`config.mk`:
```
export PLATFORM = sky130hd
export DESIGN_NAME = bg_tile_shifter
export DESIGN_NICKNAME = d
export VERILOG_FILES = /design/src/rtl/bgs_pkg.sv /design/src/rtl/bgs_entry_reg.sv /design/src/rtl/bgs_pattern_hold.sv /design/src/rtl/bgs_plane_shifter.sv /design/src/rtl/bg_tile_shifter.sv
export SDC_FILE = /design/constraint.sdc
export NUM_CORES = 1
export LEC_CHECK = 0
export BUFFER_PORTS_ARGS = -buffer_cell sky130_fd_sc_hd__buf_2
export CAP_MARGIN = 20
export CORE_MARGIN = 1.5
export CORE_UTILIZATION = 53
export DETAILED_ROUTE_END_ITERATION = 8
export PLACE_DENSITY = 0.83
export SETUP_SLACK_MARGIN = 0.02
export SLEW_MARGIN = 15
export SYNTH_ARGS = -nofsm -noshare
export SYNTH_HDL_FRONTEND = slang
export SYNTH_HIERARCHICAL = 1
export SYNTH_SLANG_ARGS = --single-unit
export TNS_END_PERCENT = 30
```
`constraint.sdc`:
```
create_clock -name clk -period 1.3 [get_ports clk]
set_input_delay 0.13 -clock clk [delete_from_list [all_inputs] [get_ports clk]]
set_output_delay 0.13 -clock clk [all_outputs]
set_load 0.03 [all_outputs]
```
`src/rtl/bgs_pkg.sv`:
```
package bgs_pkg;
  localparam int ENTRY_FLIP_BIT = 9;
  localparam int ENTRY_PAL_BIT  = 11;
  localparam int ENTRY_PRI_BIT  = 12;

  typedef struct packed {
    logic pal;
    logic pri;
  } tile_attr_t;
endpackage

```
`src/rtl/bgs_entry_reg.sv`:
```
module bgs_entry_reg
  import bgs_pkg::*;
(
  input  logic       clk,
  input  logic       rst_n,
  input  logic       ld,
  input  logic       flip_in,
  input  logic       pal_in,
  input  logic       pri_in,
  output logic       flip,
  output tile_attr_t attr
);
  always_ff @(posedge clk) begin
    if (!rst_n) begin
      flip <= 1'b0;
      attr <= '0;
    end else if (ld) begin
      flip     <= flip_in;
      attr.pal <= pal_in;
      attr.pri <= pri_in;
    end
  end
endmodule

```
`src/rtl/bgs_pattern_hold.sv`:
```
module bgs_pattern_hold
  import bgs_pkg::*;
#(
  parameter int DATA_W    = 16,
  parameter int PLANE_W   = 8,
  parameter int PLANES    = 4,
  parameter int NUM_WORDS = PLANES * PLANE_W / DATA_W
) (
  input  logic                        clk,
  input  logic                        rst_n,
  input  logic [NUM_WORDS-1:0]        ld,
  input  logic [DATA_W-1:0]           data,
  input  logic                        flip,
  input  tile_attr_t                  attr_in,
  output logic [PLANES*PLANE_W-1:0]   hold_flat,
  output tile_attr_t                  hold_attr
);
  localparam int LANES = DATA_W / PLANE_W;

  function automatic logic [PLANE_W-1:0] mirror(input logic [PLANE_W-1:0] b);
    logic [PLANE_W-1:0] r;
    for (int i = 0; i < PLANE_W; i++) r[i] = b[PLANE_W-1-i];
    return r;
  endfunction

  for (genvar p = 0; p < PLANES; p++) begin : g_plane
    localparam int WORD = p / LANES;
    localparam int LANE = p % LANES;
    logic [PLANE_W-1:0] lane_byte;
    assign lane_byte = data[LANE*PLANE_W +: PLANE_W];

    always_ff @(posedge clk) begin
      if (!rst_n)
        hold_flat[p*PLANE_W +: PLANE_W] <= '0;
      else if (ld[WORD])
        hold_flat[p*PLANE_W +: PLANE_W] <= flip ? mirror(lane_byte) : lane_byte;
    end
  end

  always_ff @(posedge clk) begin
    if (!rst_n)
      hold_attr <= '0;
    else if (ld[NUM_WORDS-1])
      hold_attr <= attr_in;
  end
endmodule

```
`src/rtl/bgs_plane_shifter.sv`:
```
module bgs_plane_shifter
  import bgs_pkg::*;
#(
  parameter int PLANE_W = 8,
  parameter int PLANES  = 4,
  parameter int CNT_W   = $clog2(PLANE_W)
) (
  input  logic                      clk,
  input  logic                      rst_n,
  input  logic                      dot_en,
  input  logic [PLANES*PLANE_W-1:0] hold_flat,
  input  tile_attr_t                hold_attr,
  output logic [PLANES*PLANE_W-1:0] shift_flat,
  output tile_attr_t                sh_attr,
  output logic [CNT_W-1:0]          phase,
  output logic [PLANES-1:0]         msb
);
  localparam logic [CNT_W-1:0] PHASE_LAST = CNT_W'(PLANE_W - 1);

  logic reload;
  assign reload = (phase == PHASE_LAST);

  always_ff @(posedge clk) begin
    if (!rst_n)
      phase <= PHASE_LAST;
    else if (dot_en)
      phase <= reload ? '0 : phase + 1'b1;
  end

  always_ff @(posedge clk) begin
    if (!rst_n)
      sh_attr <= '0;
    else if (dot_en && reload)
      sh_attr <= hold_attr;
  end

  for (genvar p = 0; p < PLANES; p++) begin : g_shift
    always_ff @(posedge clk) begin
      if (!rst_n)
        shift_flat[p*PLANE_W +: PLANE_W] <= '0;
      else if (dot_en) begin
        if (reload)
          shift_flat[p*PLANE_W +: PLANE_W] <= hold_flat[p*PLANE_W +: PLANE_W];
        else
          shift_flat[p*PLANE_W +: PLANE_W] <= {shift_flat[p*PLANE_W +: PLANE_W-1], 1'b0};
      end
    end
    assign msb[p] = shift_flat[p*PLANE_W + PLANE_W - 1];
  end
endmodule

```
`src/rtl/bg_tile_shifter.sv`:
```
module bg_tile_shifter
  import bgs_pkg::*;
#(
  parameter int DATA_W  = 16,
  parameter int PLANE_W = 8,
  parameter int PLANES  = 4
) (
  input  logic              clk,
  input  logic              rst_n,
  input  logic [DATA_W-1:0] bus_data,
  input  logic              ent_ld,
  input  logic              pat_lo_ld,
  input  logic              pat_hi_ld,
  input  logic              dot_en,
  output logic              pix_valid,
  output logic [PLANES-1:0] pix_index,
  output logic              pix_pal,
  output logic              pix_pri
);
  localparam int CNT_W     = $clog2(PLANE_W);
  localparam int NUM_WORDS = PLANES * PLANE_W / DATA_W;

  logic                      ent_flip;
  tile_attr_t                ent_attr;
  tile_attr_t                hold_attr;
  tile_attr_t                sh_attr;
  logic [PLANES*PLANE_W-1:0] hold_flat;
  logic [PLANES*PLANE_W-1:0] shift_flat;
  logic [CNT_W-1:0]          phase;
  logic [PLANES-1:0]         msb;
  logic [NUM_WORDS-1:0]      pat_ld;

  assign pat_ld = {pat_hi_ld, pat_lo_ld};

  bgs_entry_reg u_entry (
    .clk     (clk),
    .rst_n   (rst_n),
    .ld      (ent_ld),
    .flip_in (bus_data[ENTRY_FLIP_BIT]),
    .pal_in  (bus_data[ENTRY_PAL_BIT]),
    .pri_in  (bus_data[ENTRY_PRI_BIT]),
    .flip    (ent_flip),
    .attr    (ent_attr)
  );

  bgs_pattern_hold #(
    .DATA_W  (DATA_W),
    .PLANE_W (PLANE_W),
    .PLANES  (PLANES)
  ) u_hold (
    .clk       (clk),
    .rst_n     (rst_n),
    .ld        (pat_ld),
    .data      (bus_data),
    .flip      (ent_flip),
    .attr_in   (ent_attr),
    .hold_flat (hold_flat),
    .hold_attr (hold_attr)
  );

  bgs_plane_shifter #(
    .PLANE_W (PLANE_W),
    .PLANES  (PLANES),
    .CNT_W   (CNT_W)
  ) u_shift (
    .clk        (clk),
    .rst_n      (rst_n),
    .dot_en     (dot_en),
    .hold_flat  (hold_flat),
    .hold_attr  (hold_attr),
    .shift_flat (shift_flat),
    .sh_attr    (sh_attr),
    .phase      (phase),
    .msb        (msb)
  );

  always_ff @(posedge clk) begin
    if (!rst_n) begin
      pix_valid <= 1'b0;
      pix_index <= '0;
      pix_pal   <= 1'b0;
      pix_pri   <= 1'b0;
    end else begin
      pix_valid <= dot_en;
      if (dot_en) begin
        pix_index <= msb;
        pix_pal   <= sh_attr.pal;
        pix_pri   <= sh_attr.pri;
      end
    end
  end
endmodule

```
==> After elaboration in Yosys (flattened, before gate mapping) <==
Cells that the tools add are included.
{ "word_totals": {"register_bits": 81, "input_bits": 22, "word_cells": 30} }
{ "classes": {"n_addsub": 1, "n_eq_ne": 1, "n_mux": 7, "n_reduce_logical": 1} }
{ "op_table": {"columns": ["operator", "count"], "rows": [
  ["8-bit two-way mux", 6],
  ["3-bit by 1-bit adder with 3-bit output, second input constant", 1],
  ["3-bit equality test, second input constant", 1],
  ["3-bit two-way mux", 1],
  ["1-bit logical AND", 1]
]} }

==> Logic depth before layout (Yosys ltp) <==
Gate-level depths: netlist of run 1.
{ "depth": {"word_depth": 2, "depth_mapped": 6, "mapped_depth_nobuf": 4} }

==> Cells and area by module <==
Netlist of run 1, hierarchy kept.
{ "by_module_without_submodules": {"columns": ["module", "n_inst", "cells_per_inst", "area_per_inst_um2", "seq_area_each_um2"], "rows": [
  ["bgs_plane_shifter", 1, 168, 1651.6, 740.7],
  ["bgs_pattern_hold", 1, 130, 1271.2, 680.7],
  ["bg_tile_shifter", 1, 21, 256.5, 140.1],
  ["bgs_entry_reg", 1, 9, 108.9, 60.1]
]} }

==> Worst setup path after synthesis of run 1 <==
Ideal clock, no wire load.
{ "synth_path": {"path_type": "reg-to-reg", "from": "register u_shift.phase[0]", "to": "register u_shift.shift_flat[6]", "setup_ns": 0.122, "t_arrival_ns": 1.183, "required_time_ns": 1.178, "setup_slack_ns": -0.004, "path_stages_with_launch": 7, "path_buffers": 2, "synth_period_minus_slack_ns": 1.304, "path_cell_list": "dfxtp_1 -> ha_1 -> ha_1 -> buf_6 -> buf_12 -> mux2i_1 -> a21oi_1"} }
{ "synth_between": {"elab_chain_len": 2} }
{ "synth_rtl": {"columns": ["item", "line", "rtl"], "rows": [
  ["start, declared", "bgs_plane_shifter.sv:15", "output logic [CNT_W-1:0] phase,"],
  ["start signal, assigned", "bgs_plane_shifter.sv:27", "phase <= reload ? '0 : phase + 1'b1;"],
  ["3-bit equality test", "bgs_plane_shifter.sv:21", "assign reload = (phase == PHASE_LAST);"],
  ["8-bit two-way mux", "bgs_plane_shifter.sv:42", "if (reload)"],
  ["end signal, assigned by index", "bgs_plane_shifter.sv:43", "shift_flat[p*PLANE_W +: PLANE_W] <= hold_flat[p*PLANE_W +: PLANE_W];"],
  ["end signal, assigned by index", "bgs_plane_shifter.sv:45", "shift_flat[p*PLANE_W +: PLANE_W] <= {shift_flat[p*PLANE_W +: PLANE_W-1], 1'b0};"],
  ["end, declared", "bgs_plane_shifter.sv:13", "output logic [PLANES*PLANE_W-1:0] shift_flat,"]
]} }
Every way passes these cells.
A chain may end at the register's enable or synchronous reset.

==> Worst setup path in the final report of run 1 <==
{ "layout_path": {"from": "register u_shift.phase[0]", "to": "register u_shift.shift_flat[20]"} }
Same word-level chain as after synthesis.

==> out/results.tsv, run 1 <==
stage	metric	value	unit
status	status	complete, but fails checks	
status	failed_checks	negative setup slack	
power_and_ir_drop	powerDensity	1450	nW/um^2
sta	max_freq	747	MHz
floorplan	rows	28	
grt	grt_pass1_wl	10800	um
sta	slew_headroom	64.8	%
flow_run	max_cap_viol_count	0	
synth	synth_cells	324	
sta	slew_viol_final	0	
worst_hold_path	worst_hold_path_type	primary input to flip-flop	
worst_setup_path	crit_type	flip-flop to flip-flop	
finish	area_growth	13.3	%
sta	setup-violations-final	1	
finish	layout.nets	373	
place	place_congestion	0.747	
grt	overflow	0	
grt	met3_usage	5.17	%
power_and_ir_drop	total_power	5370	uW
sta	rsz0062_at_grt	yes	
grt	met1_usage	26.1	%
routing	antenna_left	0	
clocking	cts_buffer_depth	2	
floorplan	core_area	5920	um^2
floorplan	floorplan.initialDensity	55.0	%
clocking	numCtsBuffers	9	
grt	gr-usage-met2	35.8	%
clocking	clkTransAtPathRegs	0.08	ns
sta	setup_ws	-0.0396	ns
clocking	clockRootBuffer	clkbuf_8	
sta	finClkSkew	0.00618	ns
finish	drive_above_1_share	17.8	%
grt	antenna_found_initial	0	
floorplan	dieArea	6630	um^2
floorplan	num_io_pins	29	
floorplan	fp.dieH	81.4	um
worst_setup_path	cp_data_required_time	1.53	ns
grt	grt_pass1_vias	2368	
place	dp_slack	-0.0277	ns
worst_setup_path	critPathArrivalTime	1.57	ns
power_and_ir_drop	cellLeakagePower	0.00150	uW
finish	layout_common_cells	dfxtp_1 (79), a21oi_1 (60), mux2i_1 (56)	
synth	synthesis.nets	349	
place	dpl_cell_area	3440	um^2
finish	diodes	0	
grt	grt_start_max_net_pins	82	
routing	via_per_inst	5.72	
sta	min_period	1.34	ns
sta	tightest_slew	0.528	ns
power_and_ir_drop	vdd_drop_max	0.000626	V
place	detailed_place_hpwl	4020	um
synth	syn_avg_cell_area	10.1	um^2
clocking	cts_tree	done	
place	portBuffers	28	
worst_setup_path	worstPathMaxFanout	13	
clocking	htreeDepth	3	
finish	fill_cells	455	
sta	finalCritPeriodShare	103	%
worst_setup_path	critPathCaptureType	flip-flop	
sta	hold_ws	0.0834	ns
routing	drt_drc_violations_left	0	
finish	final_common_cell	dfxtp_1	
floorplan	die_x	81.4	um
synth	yosysWarnings	6	
routing	first_pass_iters	4	
grt	grt-busiest-layer	met2	
routing	totalWireLength	6530	um
finish	fin_area	3690	um^2
clocking	clock_sinks	81	
routing	first_iter_violations	202	
sta	hold_violations	0	
routing	wl_per_cell	15.3	um
routing	vias	2448	
clocking	clock_latency	0.35	ns
worst_setup_path	startpoint_type	flip-flop	
synth	syn_area	3260	um^2
grt	grtUsageTotal	21.8	%
## flip-flops by register name, summed over array words and instances (netlist names), 2 cells and up
name	flops
u_shift/sh_attr	2
u_shift/phase	3
u_hold/hold_flat	32
u_hold/hold_attr	2
pix_index	4
u_shift/msb	4
u_shift/shift_flat	28
u_entry/attr	2
## worst paths after layout
| path | start | to | slack (ns) | cells after the start |
|---|---|---|---|---|
| max | u_shift/phase[0] | u_shift/shift_flat[20] | -0.04 | 5 |
| min | bus_data[9] | u_entry/flip | 0.08 | 3 |
| max reg2reg | u_shift/phase[0] | u_shift/shift_flat[20] | -0.04 | 5 |
| min reg2reg | u_shift/shift_flat[0] | u_shift/shift_flat[0] | 0.47 | 2 |
## metal layers
metal	part of all wire, %	vias up
li1	-	1203
met1	44	1171
met2	50	62
met3	3.9	12
met4	1.9	0
met5	0	-
## layout make-up
cell class,count,area (um^2),area share [%]
clock buffers,10,138,3.73
clock inverters,6,57.6,1.56
multi-input cells,215,1460,39.5
flip-flops and latches,81,1620,44.0
repair buffers,41,320,8.68
well taps,75,93.8,2.54
## power by group
part           leakage (uW)  internal [uW]  switching (uW)  total [uW]
clock network      0.000102            925             865        1790
registers          0.000669           2650            91.4        2740
logic              0.000729            405             426         832
## critical path, cell delays in order (launching register included)
cell and delay, ns:
dfxtp_2 0.36, ha_4 0.16, ha_4 0.21, buf_12 0.18
mux2i_1 0.22, a21oi_1 0.10
## through the flow
step                      TNS [ns]  instances  utilization, %
after floorplan                  0        324               -
after global placement           0        409            58.1
after detailed placement    -0.159        409            58.1
after CTS                 -0.00745        428            62.3
after global routing        -0.559        428            62.4
final                      -0.0396        428            62.4
## what timing repair did
item                                    CTS  global route
hold buffers                              0             0
resized for setup                         3             1
pin swaps                                10             9
gates cloned                              1             0
endpoints found under the setup margin   29            29
setup buffers                             2             0
Power figures use the tool's default switching activity.
==> run 2: changes to the inputs <==
--- a/config.mk
+++ b/config.mk
@@ -5,12 +5,13 @@
 export SDC_FILE = /design/constraint.sdc
 export NUM_CORES = 1
 export LEC_CHECK = 0
+export ABC_AREA = 1
 export BUFFER_PORTS_ARGS = -buffer_cell sky130_fd_sc_hd__buf_2
 export CAP_MARGIN = 20
 export CORE_MARGIN = 1.5
-export CORE_UTILIZATION = 53
+export CORE_UTILIZATION = 49
 export DETAILED_ROUTE_END_ITERATION = 8
-export PLACE_DENSITY = 0.83
+export PLACE_DENSITY = 0.78
 export SETUP_SLACK_MARGIN = 0.02
 export SLEW_MARGIN = 15
 export SYNTH_ARGS = -nofsm -noshare
==> run 2 against run 1 <==
  * The flow now finishes without violations
  * Utilization fell by 6.1 points
  * Largest power group unchanged
  * Clock-buffer cell count rose by 4
  * Via count rose by 40%
  * Clock power rose by 6%
  * Wire length rose by 25%
==> out/results.tsv, run 2 <==
stage	metric	value	unit	change
status	status	completed		
routing	wl_per_cell	11.4	um	-25%
sta	slew_viol_final	0		unchanged
power_and_ir_drop	intPower	4090	uW	+2.7%
floorplan	fp.dieH	91.6	um	+12%
finish	fin_cells	719		+68%
routing	via_per_inst	4.77		-17%
clocking	numCtsBuffers	9		unchanged
floorplan	core_area	7650	um^2	+29%
floorplan	rows	32		+14%
finish	reg_top3	u_hold/hold_flat x32, u_shift/shift_flat x28		
power_and_ir_drop	vdd_drop_max	0.000683	V	+9.0%
clocking	clkTransAtPathRegs	0.08	ns	about the same
place	detailed_place_hpwl	5220	um	+30%
finish	regMostFlops	u_hold/hold_flat		
worst_setup_path	cp_data_required_time	1.56	ns	+0.03 ns
worst_setup_path	crit_chain	ha_4, ha_4, clkbuf_16, nand2_1, nand3_1, nand2_1, inv_1		
sta	hold_violations	0		unchanged
place	dp_cells	701		+71%
sta	tightest_slew	0.604	ns	+0.0766 ns
worst_setup_path	crit_buf_inv	2		+1
grt	grtUsageTotal	20.3	%	-1.5 points
worst_setup_path	critPathCaptureType	flip-flop		
power_and_ir_drop	total_power	5640	uW	+5.1%
grt	overflow	0		unchanged
worst_setup_path	crit_type	flip-flop to flip-flop		
clocking	htreeDepth	3		unchanged
sta	hold_ws	0.0380	ns	-0.0454 ns
power_and_ir_drop	pwr-share-comb	17.3	%	+1.8 points
sta	min_period	1.27	ns	-0.0722 ns
finish	largest_register_ffs	32		unchanged
sta	rsz0062_at_grt	yes		
power_and_ir_drop	p_sw	1550	uW	+12%
grt	grt_pass1_wl	13600	um	+27%
grt	grt_start_max_net_pins	37		-55%
synth	syn_avg_cell_area	6.51	um^2	-35%
power_and_ir_drop	powerDensity	1310	nW/um^2	-9.8%
worst_setup_path	worstPathMaxFanout	14		+1
synth	yosysWarnings	6		unchanged
power_and_ir_drop	p_clk_share	33.7	%	+0.3 points
clocking	clock_latency	0.36	ns	about the same
routing	antenna_left	0		unchanged
synth	synth_cells	590		+82%
sta	slew_headroom	59.7	%	-5.2 points
sta	setup-violations-final	0		-1
flow_run	max_cap_viol_count	0		unchanged
clocking	cts_tree	done		
power_and_ir_drop	seq_power_share	49.0	%	-2.1 points
worst_setup_path	slowest_delay	0.34	ns	-0.02 ns
worst_setup_path	critPathArrivalTime	1.53	ns	-0.04 ns
routing	totalWireLength	8190	um	+25%
worst_setup_path	cp_slowest_cell	dfxtp_2		
sta	tns	0	ns	+0.0396 ns
clocking	clock_sinks	81		unchanged
floorplan	floorplan.initialDensity	50.2	%	-4.8 points
finish	layout_common_cells	nand2_1 (168), nor2_1 (143), dfxtp_1 (79)		
place	place_congestion	0.833		+11%
routing	first_iter_violations	270		+34%
finish	layout.nets	637		+71%
worst_setup_path	startpoint_type	flip-flop		
floorplan	dieArea	8380	um^2	+26%
worst_hold_path	worst_hold_path_type	primary input to flip-flop		
sta	max_freq	789	MHz	+5.7%
clocking	post_cts_buffers	0		-2
finish	diodes	0		unchanged
floorplan	num_io_pins	29		unchanged
routing	drt_drc_violations_left	0		unchanged
clocking	clockRootBuffer	clkbuf_8		
clocking	cts_buffer_depth	2		unchanged
finish	final_common_cell	nand2_1		
power_and_ir_drop	swShare	27.5	%	+1.7 points
grt	antenna_found_initial	0		unchanged
worst_setup_path	critical_path.top_delay_family	adder cells		
routing	first_pass_iters	5		+1
place	portBuffers	28		unchanged
routing	vias	3430		+40%
finish	drive_above_1_share	12.0	%	-5.9 points
synth	synthesis.nets	615		+76%
sta	finClkSkew	0.00761	ns	+0.00143 ns
synth	syn_area	3840	um^2	+18%
floorplan	die_x	91.6	um	+12%
power_and_ir_drop	cellLeakagePower	0.00233	uW	+55%
sta	finalCritPeriodShare	97.5	%	-5.6 points
grt	grt_pass1_vias	3069		+30%
finish	area_growth	12.0	%	
==> run 2: cell types whose count changed in the layout (fill, tap and decap cells not counted), sizes merged, moves of 3 or more <==
| cell | change |
|---|---|
| mux2i | -57 |
| nor2b | -11 |
| nor2 | +143 |
| a21boi | -6 |
| clkinv | -3 |
| nand2 | +178 |
| a21oi | -53 |
| o21ai | -58 |
| clkbuf | +6 |
| nand3 | +63 |
| nand2b | -5 |
| inv | +76 |
==> run 2: final timing paths <==
| check | start | end | slack [ns] | cells past startpoint |
|---|---|---|---|---|
| setup / recovery | u_shift/phase[0] | u_shift/msb[1] | 0.03 | 7 |
| hold / removal | rst_n | u_entry/flip | 0.04 | 3 |
| setup reg to reg | u_shift/phase[0] | u_shift/msb[1] | 0.03 | 7 |
| hold reg to reg | u_shift/sh_attr[0] | u_shift/sh_attr[0] | 0.46 | 2 |
==> run 2: stage by stage <==
step / setup slack (ns) / instance area (um^2) / utilization, %
finish: 0.0326 / 4310 / 56.3
global route: 0.00616 / 4310 / 56.3
CTS: 0.0588 / 4240 / 55.4
detailed placement: -0.0695 / 4010 / 52.4
global placement: -0.0292 / 4010 / 52.4
floorplan: 0.0243 / 3850 / -
==> run 2: power groups by stage <==
stage | registers (uW) | clock network, uW | logic, uW
2_1_floorplan | 2810 | 0 | 678
3_3_place_gp | 2810 | 0 | 841
3_5_place_dp | 2820 | 0 | 867
6_report | 2770 | 1900 | 975
4_1_cts | 2760 | 1930 | 905
5_1_grt | 2780 | 2060 | 1100
==> run 2: layout make-up <==
class / count / area, um^2
inverters: 76 / 300
well taps: 102 / 128
flip-flops and latches: 81 / 1620
clock buffers: 14 / 173
clock inverters: 2 / 35.0
multi-input cells: 403 / 1710
fillers: 740 / 3340
repair buffers: 41 / 335
==> run 2: routing by layer <==
layer	vias to the layer above	routed length (um)	global-route usage, %
met5	-	0	0
met4	0	119	8.72
met3	10	436	3.69
met2	79	3720	32.5
met1	1538	3920	26.6
li1	1803	-	-
==> run 2: worst min-delay path, cell delays in order <==
cell,delay [ns]
buf_2,0.13
nand2_1,0.07
nor2_1,0.03
==> run 2: repair_timing <==
action	4_1_cts	5_1_grt
hold buffers	0	0
resized for setup	6	4
pin swaps	0	0
setup endpoints to repair	28	17
cloned	0	2
==> run 3: changes to the inputs <==
--- a/config.mk
+++ b/config.mk
@@ -8,6 +8,7 @@
 export ABC_AREA = 1
 export BUFFER_PORTS_ARGS = -buffer_cell sky130_fd_sc_hd__buf_2
 export CAP_MARGIN = 20
+export CORE_ASPECT_RATIO = 0.75
 export CORE_MARGIN = 1.5
 export CORE_UTILIZATION = 49
 export DETAILED_ROUTE_END_ITERATION = 8
==> run 3 against run 2 <==
  * Clock power fell by 15%
  * Register-to-register slack improved by 0.02 ns
  * Die area barely moved
  * Power fell by 5.4%
  * Design area fell by 1.3%
  * First-iteration DRC count fell by 2.6%
  * Wire length fell by 2.6%
  * Clock skew barely moved
  * Fmax rose by 1.9%
  * Critical endpoint is now u_shift/shift_flat[18]
  * Global-route usage rose by 0.29 points
==> out/results.tsv, run 3 (synthesis gave the netlist of run 2 again) <==
stage	metric	value	unit	change
worst_setup_path	cp_slowest_cell	dfxtp_2		
place	place_congestion	0.797		-4.2%
place	dp_slack	-0.0693	ns	+0.000222 ns
floorplan	fp.dieH	79.7	um	-13%
finish	fin_area	4250	um^2	-1.3%
routing	vias	3389		-1.2%
worst_hold_path	hold_start	rst_n		
status	status	completed		
clocking	cts_tree	done		
grt	grtUsageTotal	20.6	%	+0.29 points
worst_setup_path	critPathArrivalTime	1.50	ns	-0.03 ns
power_and_ir_drop	cellLeakagePower	0.00231	uW	-0.97%
finish	fin_util	56.9	%	+0.63 points
grt	antenna_found_initial	0		unchanged
routing	drt_drc_violations_left	0		unchanged
routing	wl_per_cell	11.1	um	-2.6%
power_and_ir_drop	powerDensity	1250	nW/um^2	-4.2%
clocking	clkTransAtPathRegs	0.08	ns	about the same
sta	hold_violations	0		unchanged
routing	totalWireLength	7980	um	-2.6%
routing	antenna_left	0		unchanged
finish	final_common_cell	nand2_1		
finish	drive_above_1_share	12.5	%	+0.47 points
worst_setup_path	r2r_slack	0.06	ns	+0.02 ns
clocking	cts_hold_buf	0		unchanged
sta	finalCritPeriodShare	95.7	%	-1.8 points
grt	grt_pass1_wl	13600	um	-0.15%
worst_setup_path	worstPathMaxFanout	16		+2
finish	ff_latch_area	1620	um^2	unchanged
worst_setup_path	r2r_end	u_shift/shift_flat[18]		
sta	min_period	1.24	ns	-0.0235 ns
power_and_ir_drop	vdd_drop_max	0.000649	V	-5.0%
worst_setup_path	critPathCaptureType	flip-flop		
sta	slew_viol_final	0		unchanged
grt	grt_pass1_vias	2942		-4.1%
finish	multiInputGateArea	1720	um^2	+0.29%
finish	area_growth	10.6	%	
place	portBuffers	28		unchanged
worst_setup_path	cp-endpoint	u_shift/shift_flat[18]		
sta	max_freq	804	MHz	+1.9%
worst_setup_path	crit_type	flip-flop to flip-flop		
sta	rsz0062_at_grt	no		
grt	overflow	0		unchanged
worst_setup_path	cp_data_required_time	1.55	ns	about the same
routing	via_per_inst	4.71		-1.2%
sta	tns	0	ns	unchanged
floorplan	floorplan.initialDensity	51.5	%	+1.2 points
worst_setup_path	slowest_delay	0.34	ns	about the same
sta	slew_headroom	77.5	%	+18 points
clocking	clock_sinks	81		unchanged
floorplan	die_x	105	um	+15%
finish	largest_register_ffs	32		unchanged
routing	first_pass_iters	5		unchanged
finish	fill_cells	738		-0.27%
finish	regMostFlops	u_hold/hold_flat		
floorplan	rows	27		-16%
place	dpl_cell_area	4020	um^2	+0.34%
clocking	numCtsBuffers	9		unchanged
place	detailed_place_hpwl	5310	um	+1.7%
worst_setup_path	startpoint_type	flip-flop		
worst_setup_path	crit_start	u_shift/phase[0]		
sta	setup_ws	0.0561	ns	+0.0235 ns
floorplan	core_area	7470	um^2	-2.4%
finish	layout.nets	638		+0.16%
clocking	cts_buffer_depth	2		unchanged
worst_setup_path	reg2reg_from	u_shift/phase[0]		
worst_hold_path	worst_hold_path_type	primary input to flip-flop		
sta	finClkSkew	0.00786	ns	+0.000251 ns
floorplan	dieArea	8390	um^2	about the same
worst_setup_path	crit_chain	ha_4, ha_4, buf_12, nand2_1, nand3_1, nand2_1, inv_1		
routing	first_iter_violations	263		-2.6%
worst_setup_path	reg2regPathDepth	7		unchanged
grt	grt_start_max_net_pins	81		+120%
clocking	clockRootBuffer	clkbuf_8		
floorplan	num_io_pins	29		unchanged
sta	tightest_slew	0.338	ns	-0.266 ns
finish	layout_common_cells	nand2_1 (168), nor2_1 (143), dfxtp_1 (79)		
finish	diodes	0		unchanged
sta	setup-violations-final	0		unchanged
clocking	clock_latency	0.36	ns	about the same
clocking	htreeDepth	3		unchanged
flow_run	max_cap_viol_count	0		unchanged
finish	reg_top3	u_hold/hold_flat x32, u_shift/shift_flat x28		
==> run 3: cell types whose count changed in the layout (fill, tap and decap cells not counted) <==
cell	before	now
buf_4	6	8
buf_6	0	1
bufinv_16	1	0
clkbuf_1	2	1
clkbuf_16	2	0
clkbuf_8	12	10
clkinv_2	1	3
clkinv_4	0	1
clkinvlp_4	0	1
nand3_1	68	67
nand3_2	0	1
==> run 3: timing repair <==
item / in CTS / in global routing
resized for setup: 2 / 10
buffers inserted: 0 / 1
cloned: 0 / 0
endpoints found under the setup margin: 28 / 30
pin swaps: 0 / 2
==> run 3: cell type report <==
class | instances | area share, %
Clock buffer | 11 | 3.33
Inverter | 76 | 7.07
Multi-Input combinational cell | 403 | 40.4
Tap cell | 101 | 2.97
Sequential cell | 81 | 38.2
Timing Repair Buffer | 42 | 7.33
Clock inverter | 5 | 0.736
==> run 3: worst min-delay path by stage <==
stage / cells after the start / endpoint / slack [ns]
after floorplan: 1 / u_shift/phase[1] / 0.21
after global placement: 3 / u_entry/attr[1] / 0.43
after CTS: 3 / u_entry/attr[0] / 0.04
after global routing: 3 / u_entry/attr[1] / 0.05
after detailed placement: 3 / u_entry/attr[0] / 0.43
final: 3 / u_entry/attr[0] / 0.05
==> run 3: routing by layer <==
metal | global-route usage (%) | routed length, um | vias up
met5 | 0 | 0 | -
met4 | 6.58 | 93 | 0
met3 | 4.82 | 613 | 10
met2 | 29.8 | 3240 | 115
met1 | 30.0 | 4040 | 1464
li1 | - | - | 1800
==> run 3: metrics by stage <==
stage | total power (uW) | hold slack, ns | cells
final | 5330 | 0.0528 | 719
after global routing | 5630 | 0.0530 | 719
after CTS | 5330 | 0.0407 | 718
after detailed placement | 3700 | 0.434 | 702
after global placement | 3680 | 0.426 | 702
after floorplan | 3490 | 0.214 | 590
==> run 3: where the power goes <==
part	switching (uW)	internal, uW
Combinational	569	368
Sequential	119	2660
Clock	881	739
==> run 3: worst max-delay path: cells and delay by family (launching register included) <==
family                   cells  cell delay (ns)
adder cells (fa/ha/maj)      2             0.36
buffers and inverters        2             0.19
flip-flops                   1             0.34
AND/OR/NAND/NOR              3             0.25
